File: src/rtl/sfifo_pkg.sv
// Shared constants and types for the strobed FIFO.
// Assumes a 9-bit word and three strobes (write, read, retransmit).
package sfifo_pkg;
    localparam int WORD_W      = 9;
    localparam int NUM_STROBES = 3;
    localparam int IDX_WR      = 0;
    localparam int IDX_RD      = 1;
    localparam int IDX_RT      = 2;

    // One-cycle pulses marking edges of a synchronised strobe.
    typedef struct packed {
        logic rise;
        logic fall;
    } edge_t;
endpackage

File: src/rtl/sfifo_strobe_sync.sv
// Brings one active-low strobe into the clock domain and flags its edges.
// Assumes the strobe idles high; reset loads the chain with ones so no
// false edge appears after reset. Edges are valid after STAGES clock edges.
module sfifo_strobe_sync
    import sfifo_pkg::*;
#(
    parameter int STAGES = 2
) (
    input  logic  clk,
    input  logic  rst_n,
    input  logic  strobe_n,
    output edge_t ev
);
    // chain[STAGES-1] is the synchronised level, chain[STAGES] its previous value
    logic [STAGES:0] chain;

    // Purpose: shift the raw strobe through the synchroniser and history flop.
    always_ff @(posedge clk) begin
        if (!rst_n) begin
            chain <= '1;
        end else begin
            chain <= {chain[STAGES-1:0], strobe_n};
        end
    end

    // Purpose: decode one-cycle edge pulses from level and history.
    always_comb begin
        ev.rise = chain[STAGES-1] & ~chain[STAGES];
        ev.fall = ~chain[STAGES-1] & chain[STAGES];
    end
endmodule

File: src/rtl/sfifo_ctrl.sv
// Pointer, occupancy and flag control for the strobed FIFO.
// Assumes DEPTH is a power of two of at least 4, and that retransmit is
// pulsed only while the data strobes are idle (it takes priority).
module sfifo_ctrl
    import sfifo_pkg::*;
#(
    parameter  int DEPTH = 16,
    localparam int AW    = $clog2(DEPTH),
    localparam int CW    = $clog2(DEPTH + 1)
) (
    input  logic          clk,
    input  logic          rst_n,
    input  logic          expand_mode,
    input  edge_t         wr_ev,
    input  edge_t         rd_ev,
    input  edge_t         rt_ev,
    output logic          wr_en,
    output logic [AW-1:0] wr_addr,
    output logic          rd_en,
    output logic [AW-1:0] rd_addr,
    output logic [CW-1:0] occ,
    output logic          full_n,
    output logic          empty_n,
    output logic          half_n
);
    localparam logic [CW-1:0] CNT_FULL   = CW'(DEPTH);
    localparam logic [CW-1:0] CNT_LAST   = CW'(DEPTH - 1);
    localparam logic [CW-1:0] CNT_HALF   = CW'(DEPTH / 2);
    localparam logic [AW-1:0] ADDR_TOP   = AW'(DEPTH - 1);

    logic [AW-1:0] wr_ptr;
    logic [AW-1:0] rd_ptr;
    logic          wrapped;
    logic          rt_armed;
    logic          rt_go;
    logic          wr_go;
    logic          rd_go;
    logic [CW-1:0] occ_rt;
    logic [CW-1:0] occ_nxt;
    logic          full_n_nxt;
    logic          empty_n_nxt;

    // Purpose: decide which strobe actions are accepted this cycle.
    always_comb begin
        rt_go = rt_ev.rise && rt_armed && !expand_mode;
        wr_go = wr_ev.rise && (occ != CNT_FULL) && !rt_go;
        rd_go = rd_ev.fall && (occ != '0) && !rt_go;
    end

    // Purpose: occupancy seen after a rewind is everything written since reset.
    always_comb begin
        occ_rt = wrapped ? CNT_FULL : CW'(wr_ptr);
    end

    // Purpose: next occupancy from accepted actions.
    always_comb begin
        if (rt_go) begin
            occ_nxt = occ_rt;
        end else begin
            occ_nxt = occ + CW'(wr_go) - CW'(rd_go);
        end
    end

    // Purpose: full flag follows write-fall (assert) and read-rise (release).
    always_comb begin
        full_n_nxt = full_n;
        if (rt_go) begin
            full_n_nxt = (occ_nxt != CNT_FULL);
        end else if (wr_ev.fall && occ == CNT_LAST) begin
            full_n_nxt = 1'b0;
        end else if (rd_ev.rise && occ != CNT_FULL) begin
            full_n_nxt = 1'b1;
        end
    end

    // Purpose: empty flag follows read-fall (assert) and write-rise (release).
    always_comb begin
        empty_n_nxt = empty_n;
        if (rt_go) begin
            empty_n_nxt = (occ_nxt != '0);
        end else if (rd_go && !wr_go && occ == CW'(1)) begin
            empty_n_nxt = 1'b0;
        end else if (wr_go) begin
            empty_n_nxt = 1'b1;
        end
    end

    // Purpose: update pointers, wrap marker and retransmit arming.
    always_ff @(posedge clk) begin
        if (!rst_n) begin
            wr_ptr   <= '0;
            rd_ptr   <= '0;
            wrapped  <= 1'b0;
            rt_armed <= 1'b0;
        end else begin
            if (wr_go) begin
                wr_ptr <= wr_ptr + AW'(1);
                if (wr_ptr == ADDR_TOP) begin
                    wrapped <= 1'b1;
                end
            end
            if (rt_go) begin
                rd_ptr <= '0;
            end else if (rd_go) begin
                rd_ptr <= rd_ptr + AW'(1);
            end
            if (rt_ev.fall) begin
                rt_armed <= 1'b1;
            end else if (rt_ev.rise) begin
                rt_armed <= 1'b0;
            end
        end
    end

    // Purpose: register occupancy and the three flags.
    always_ff @(posedge clk) begin
        if (!rst_n) begin
            occ     <= '0;
            full_n  <= 1'b1;
            empty_n <= 1'b0;
            half_n  <= 1'b1;
        end else begin
            occ     <= occ_nxt;
            full_n  <= full_n_nxt;
            empty_n <= empty_n_nxt;
            half_n  <= expand_mode || (occ_nxt <= CNT_HALF);
        end
    end

    assign wr_en   = wr_go;
    assign wr_addr = wr_ptr;
    assign rd_en   = rd_go;
    assign rd_addr = rd_ptr;
endmodule

File: src/rtl/sfifo_store.sv
// Word storage with a registered read port for the strobed FIFO.
// Assumes the controller never reads and writes one address in one cycle.
module sfifo_store #(
    parameter  int DEPTH = 16,
    parameter  int W     = 9,
    localparam int AW    = $clog2(DEPTH)
) (
    input  logic          clk,
    input  logic          rst_n,
    input  logic          wr_en,
    input  logic [AW-1:0] wr_addr,
    input  logic [W-1:0]  din,
    input  logic          rd_en,
    input  logic [AW-1:0] rd_addr,
    output logic [W-1:0]  dout
);
    logic [W-1:0] cells [DEPTH];

    // Purpose: write an accepted word into its cell.
    always_ff @(posedge clk) begin
        if (wr_en) begin
            cells[wr_addr] <= din;
        end
    end

    // Purpose: load the output register on an accepted read only.
    always_ff @(posedge clk) begin
        if (!rst_n) begin
            dout <= '0;
        end else if (rd_en) begin
            dout <= cells[rd_addr];
        end
    end
endmodule

File: src/rtl/strobed_fifo.sv
// Top of the strobed FIFO: synchronises the three strobes, then drives
// the controller and storage. Assumes din is stable from the write-strobe
// rising edge until the commit SYNC_STAGES+1 clock edges later.
module strobed_fifo
    import sfifo_pkg::*;
#(
    parameter int DEPTH       = 16,
    parameter int SYNC_STAGES = 2
) (
    input  logic              clk,
    input  logic              rst_n,
    input  logic              expand_mode,
    input  logic              wr_n,
    input  logic              rd_n,
    input  logic              rexmit_n,
    input  logic [WORD_W-1:0] din,
    output logic [WORD_W-1:0] dout,
    output logic              full_n,
    output logic              empty_n,
    output logic              half_n
);
    localparam int AW = $clog2(DEPTH);
    localparam int CW = $clog2(DEPTH + 1);

    logic [NUM_STROBES-1:0] strobes_n;
    edge_t                  ev [NUM_STROBES];
    logic                   wr_en;
    logic                   rd_en;
    logic [AW-1:0]          wr_addr;
    logic [AW-1:0]          rd_addr;
    logic [CW-1:0]          occ;

    assign strobes_n[IDX_WR] = wr_n;
    assign strobes_n[IDX_RD] = rd_n;
    assign strobes_n[IDX_RT] = rexmit_n;

    // One synchroniser and edge detector per strobe.
    for (genvar g = 0; g < NUM_STROBES; g++) begin : g_sync
        sfifo_strobe_sync #(
            .STAGES(SYNC_STAGES)
        ) u_sync (
            .clk      (clk),
            .rst_n    (rst_n),
            .strobe_n (strobes_n[g]),
            .ev       (ev[g])
        );
    end

    sfifo_ctrl #(
        .DEPTH(DEPTH)
    ) u_ctrl (
        .clk         (clk),
        .rst_n       (rst_n),
        .expand_mode (expand_mode),
        .wr_ev       (ev[IDX_WR]),
        .rd_ev       (ev[IDX_RD]),
        .rt_ev       (ev[IDX_RT]),
        .wr_en       (wr_en),
        .wr_addr     (wr_addr),
        .rd_en       (rd_en),
        .rd_addr     (rd_addr),
        .occ         (occ),
        .full_n      (full_n),
        .empty_n     (empty_n),
        .half_n      (half_n)
    );

    sfifo_store #(
        .DEPTH (DEPTH),
        .W     (WORD_W)
    ) u_store (
        .clk     (clk),
        .rst_n   (rst_n),
        .wr_en   (wr_en),
        .wr_addr (wr_addr),
        .din     (din),
        .rd_en   (rd_en),
        .rd_addr (rd_addr),
        .dout    (dout)
    );
endmodule

File: config.mk
export PLATFORM = sky130hd
export DESIGN_NAME = strobed_fifo
export DESIGN_NICKNAME = d
export VERILOG_FILES = /design/src/rtl/sfifo_pkg.sv /design/src/rtl/sfifo_strobe_sync.sv /design/src/rtl/sfifo_ctrl.sv /design/src/rtl/sfifo_store.sv /design/src/rtl/strobed_fifo.sv
export SDC_FILE = /design/constraint.sdc
export NUM_CORES = 1
export LEC_CHECK = 0
export ABC_CLOCK_PERIOD_IN_PS = 5200
export BUFFER_PORTS_ARGS = -buffer_cell sky130_fd_sc_hd__clkbuf_2
export CORE_MARGIN = 2
export CORE_UTILIZATION = 45
export CTS_BUF_LIST = sky130_fd_sc_hd__clkbuf_16
export DETAILED_ROUTE_END_ITERATION = 10
export SLEW_MARGIN = 20
export SYNTH_ARGS = -nofsm -noshare
export SYNTH_HDL_FRONTEND = slang
export SYNTH_SLANG_ARGS = --single-unit
File: constraint.sdc
create_clock -name clk -period 5.2 [get_ports clk]
set_input_delay 0.26 -clock clk [delete_from_list [all_inputs] [get_ports clk]]
set_output_delay 0.26 -clock clk [all_outputs]
set_load 0.02 [all_outputs]
==> results.py <==
metrics = {
    "outcome": {
        "outcome": "completed",
    },
    "synthesis": {
        "synth_top_cell_area_share_pct": 59.40,
        "synth_edf_count": 144,
        "synth.most_common_cell": "edfxtp_1",
        "ys_warn_count": 0,
        "synth_area_per_cell_um2": 16.00,
        "synth_area_um2": 7279,
        "async_flop_share_pct": 0,
        "synthTopCellsByCount": "edfxtp_1 (144), mux2i_1 (40), dfxtp_1 (36)",
        "yosysSeqAreaShare_pct": 69.30,
        "yosys.area.top_type": "edfxtp_1",
        "yosysUniqueCellTypes": 46,
        "synthesis.nets": 486,
        "synth_seq_cells": 180,
        "synthCells": 455,
        "synthFlopType": "edfxtp_1",
        "synthTopCellsByArea": "edfxtp_1 (59%), dfxtp_1 (9.9%), mux2i_1 (5.5%)",
    },
    "grt": {
        "gr-usage-all-layers_pct": 17.73,
        "grt_overflow": 0,
        "grt_max_degree": 40,
        "antenna_found_initial": 0,
        "grt_pass1_wl_um": 22340,
        "grt_pass1_vias": 3852,
    },
    "clock_tree": {
        "cts.sinks": 180,
        "cts_setup_buffers": 0,
        "hold_buffers": 0,
        "root_buffer": "clkbuf_16",
        "insertion_delay_ps": 420,
        "htree_num_levels": 4,
        "clockBufferDepth": 2,
        "cts_tree": "built",
        "numCtsBuffers": 17,
        "clk_pin_slew_ps": 70,
        "cts_resized": 0,
    },
    "cells_and_area": {
        "final_nets": 513,
        "final-seq-area_um2": 5046,
        "final_area_um2": 8152,
        "multi_input_area_um2": 2047,
        "instances_no_fill": 711,
        "final_util_pct": 51.50,
        "drive_above_1_share_pct": 15.15,
        "antennaDiodeCount": 0,
        "syn2layout_area_growth_pct": 11.98,
        "filler_cell_count": 1316,
    },
    "worst_setup_path": {
        "cp-endpoint": "u_ctrl.half_n$_SDFF_PN1_",
        "reg2reg_to": "u_ctrl.half_n$_SDFF_PN1_",
        "worstSetupPathType": "flop to flop",
        "crit_start": "g_sync[2].u_sync.chain[2]$_SDFF_PN1_",
        "timing.rr.start": "g_sync[2].u_sync.chain[2]$_SDFF_PN1_",
        "crit_fanout": 12,
        "arrival_ps": 3860,
        "cp-end-kind": "flop",
        "reg2reg_depth": 13,
        "r2r_setup_slack_ps": 1680,
        "required_ps": 5540,
        "startpoint_type": "flop",
    },
    "floorplanning": {
        "die-area_um2": 17210,
        "die-width_um": 131.2,
        "die_h_um": 131.2,
        "initial_core_util_pct": 45.99,
        "rows": 46,
        "core_um2": 15830,
        "ios": 27,
    },
    "timing": {
        "tightest_slew_ps": 1101,
        "finalMaxSlewViolations": 0,
        "min_period_ps": 3516,
        "finalHoldViolations": 0,
        "grt_setup_unrepaired": "false",
        "fin_crit_sh_pct": 67.62,
        "fin_hold_ws_ps": 21.71,
        "setup_tns_ps": 0,
        "timing.slew.headroom_pct": 26.34,
        "setup_viol": 0,
        "max_freq_mhz": 284.4,
        "finClkSkew_ps": 6.815,
        "fin_ws_ps": 1684,
    },
    "routing": {
        "wl_met1_um": 6382,
        "dr_wl_met2_um": 7385,
        "drtPass1Iterations": 4,
        "avgViaCountPerCell": 5.383,
        "drc": 0,
        "vias": 3827,
        "maxUsedRoutingLayer": "met4",
        "detail_route.wl_per_cell_um": 20.54,
        "finalWirelength_um": 14610,
        "initialDrtViolationCount": 244,
        "ant_nets": 0,
        "wl_met3_um": 517,
    },
    "pwr": {
        "p_int_mw": 2.383,
        "seqPwrFrac_pct": 51.2,
        "switchingPower_uw": 752.4,
        "power.share.combinational_pct": 10.0,
        "power.density_nw_per_um2": 384.6,
        "swShare_pct": 24.00,
        "leakagePower_nw": 2.676,
        "power_mw": 3.135,
        "max-vdd-ir-drop_v": 0.0002239,
        "clkPwrFrac_pct": 38.7,
    },
    "place": {
        "routabilityCongestion": 0.8800,
        "place_inst": 679,
        "placedInstanceArea_um2": 7584,
        "io_buffers": 26,
        "pre_cts_ws_ps": 1750,
        "hpwl_um": 9103,
    },
    "job": {
        "max_cap_violations": 0,
    },
    "worst_hold_path": {
        "hp-class": "primary input to flop",
    },
}
==> placed cells by master, fill, tap and decap left out, types with 2 or more instances in the layout <==
master,count
a21oi_1,6
nor2_2,3
nand3_1,4
nand2b_1,13
clkinvlp_4,3
mux4_1,10
o21ai_0,12
nor3_1,8
buf_4,7
and3b_1,4
nor2b_1,10
inv_6,4
inv_1,15
o22ai_1,18
clkbuf_2,26
nand2_1,10
clkbuf_16,17
and2_1,3
a31oi_1,9
or3_1,2
and3_1,3
nor4b_1,2
nand3b_1,2
dfxtp_1,35
a21o_1,2
nand4_1,2
ha_1,15
nor2_1,22
mux2i_1,40
o31ai_1,3
edfxtp_1,144
xnor2_1,6
a22oi_1,9
mux4_2,8
==> registers in the layout, indices dropped and copies added, names as in the netlist <==
name / cells
u_store.cells: 144
u_ctrl.full_n: 1
u_ctrl.rt_armed: 1
u_ctrl.wr_addr: 4
u_ctrl.wrapped: 1
u_ctrl.occ: 5
u_ctrl.empty_n: 1
u_ctrl.rd_addr: 4
u_ctrl.half_n: 1
u_store.dout: 9
g_sync.u_sync.chain: 9
==> layer usage <==
layer / GRT usage, % / up-vias
met5: 0 / -
met1: 22.14 / 1914
met3: 4.784 / 22
li1: - / 1811
met4: 6.944 / 0
met2: 29.56 / 80
==> critical path: stages, from the launching register on <==
cell and delay (ps):
dfxtp_1 340, inv_1 50, ha_1 200, nand3b_1 380
and3_1 430, inv_1 110, ha_1 290, inv_1 40
ha_1 190, fa_1 440, a21o_1 190, a2111oi_2 350
and3b_1 220, o31ai_1 210
==> cell families after synthesis <==
group,Yosys count,share of synthesized area [%]
xor gates and xnor gates,7,0.8422
and+or+nand+nor,93,7.030
muxes,58,11.58
buffers and inverters,37,2.681
adders and majority gates,16,2.853
AOI/OAI and AO/OA,64,5.706
DFF,180,69.30
==> how the worst min path moves through the flow <==
stage          slack [ps]  cells past startpoint                                 start                                    to
6_report               20                      2                                  wr_n  g_sync[0].u_sync.chain[0]$_SDFF_PN1_
5_1_grt                10                      2                                  wr_n  g_sync[0].u_sync.chain[0]$_SDFF_PN1_
4_1_cts                 5                      2                                  wr_n  g_sync[0].u_sync.chain[0]$_SDFF_PN1_
3_5_place_dp          390                      1  g_sync[0].u_sync.chain[0]$_SDFF_PN1_  g_sync[0].u_sync.chain[1]$_SDFF_PN1_
3_3_place_gp          400                      1  g_sync[1].u_sync.chain[0]$_SDFF_PN1_  g_sync[1].u_sync.chain[1]$_SDFF_PN1_
2_1_floorplan         330                      1                                 rst_n  g_sync[1].u_sync.chain[2]$_SDFF_PN1_
==> power by group through the flow <==
| stage | clock [mW] | sequential [mW] | combinational [mW] |
|---|---|---|---|
| after detailed placement | 0 | 1.64 | 0.315 |
| after global placement | 0 | 1.64 | 0.308 |
| final | 1.21 | 1.61 | 0.315 |
| after floorplan | 0 | 1.65 | 0.220 |
| after global routing | 1.30 | 1.61 | 0.351 |
| after CTS | 1.24 | 1.61 | 0.315 |
==> layout make-up <==
class | instances | area share, %
sequential | 180 | 61.90
clock buffer | 17 | 5.219
inverter | 12 | 0.5526
clock inverter | 15 | 1.658
tap | 216 | 3.315
timing repair buffer | 33 | 2.241
multi-input combinational | 238 | 25.11
Note: power is estimated with default switching activity, not from simulation.
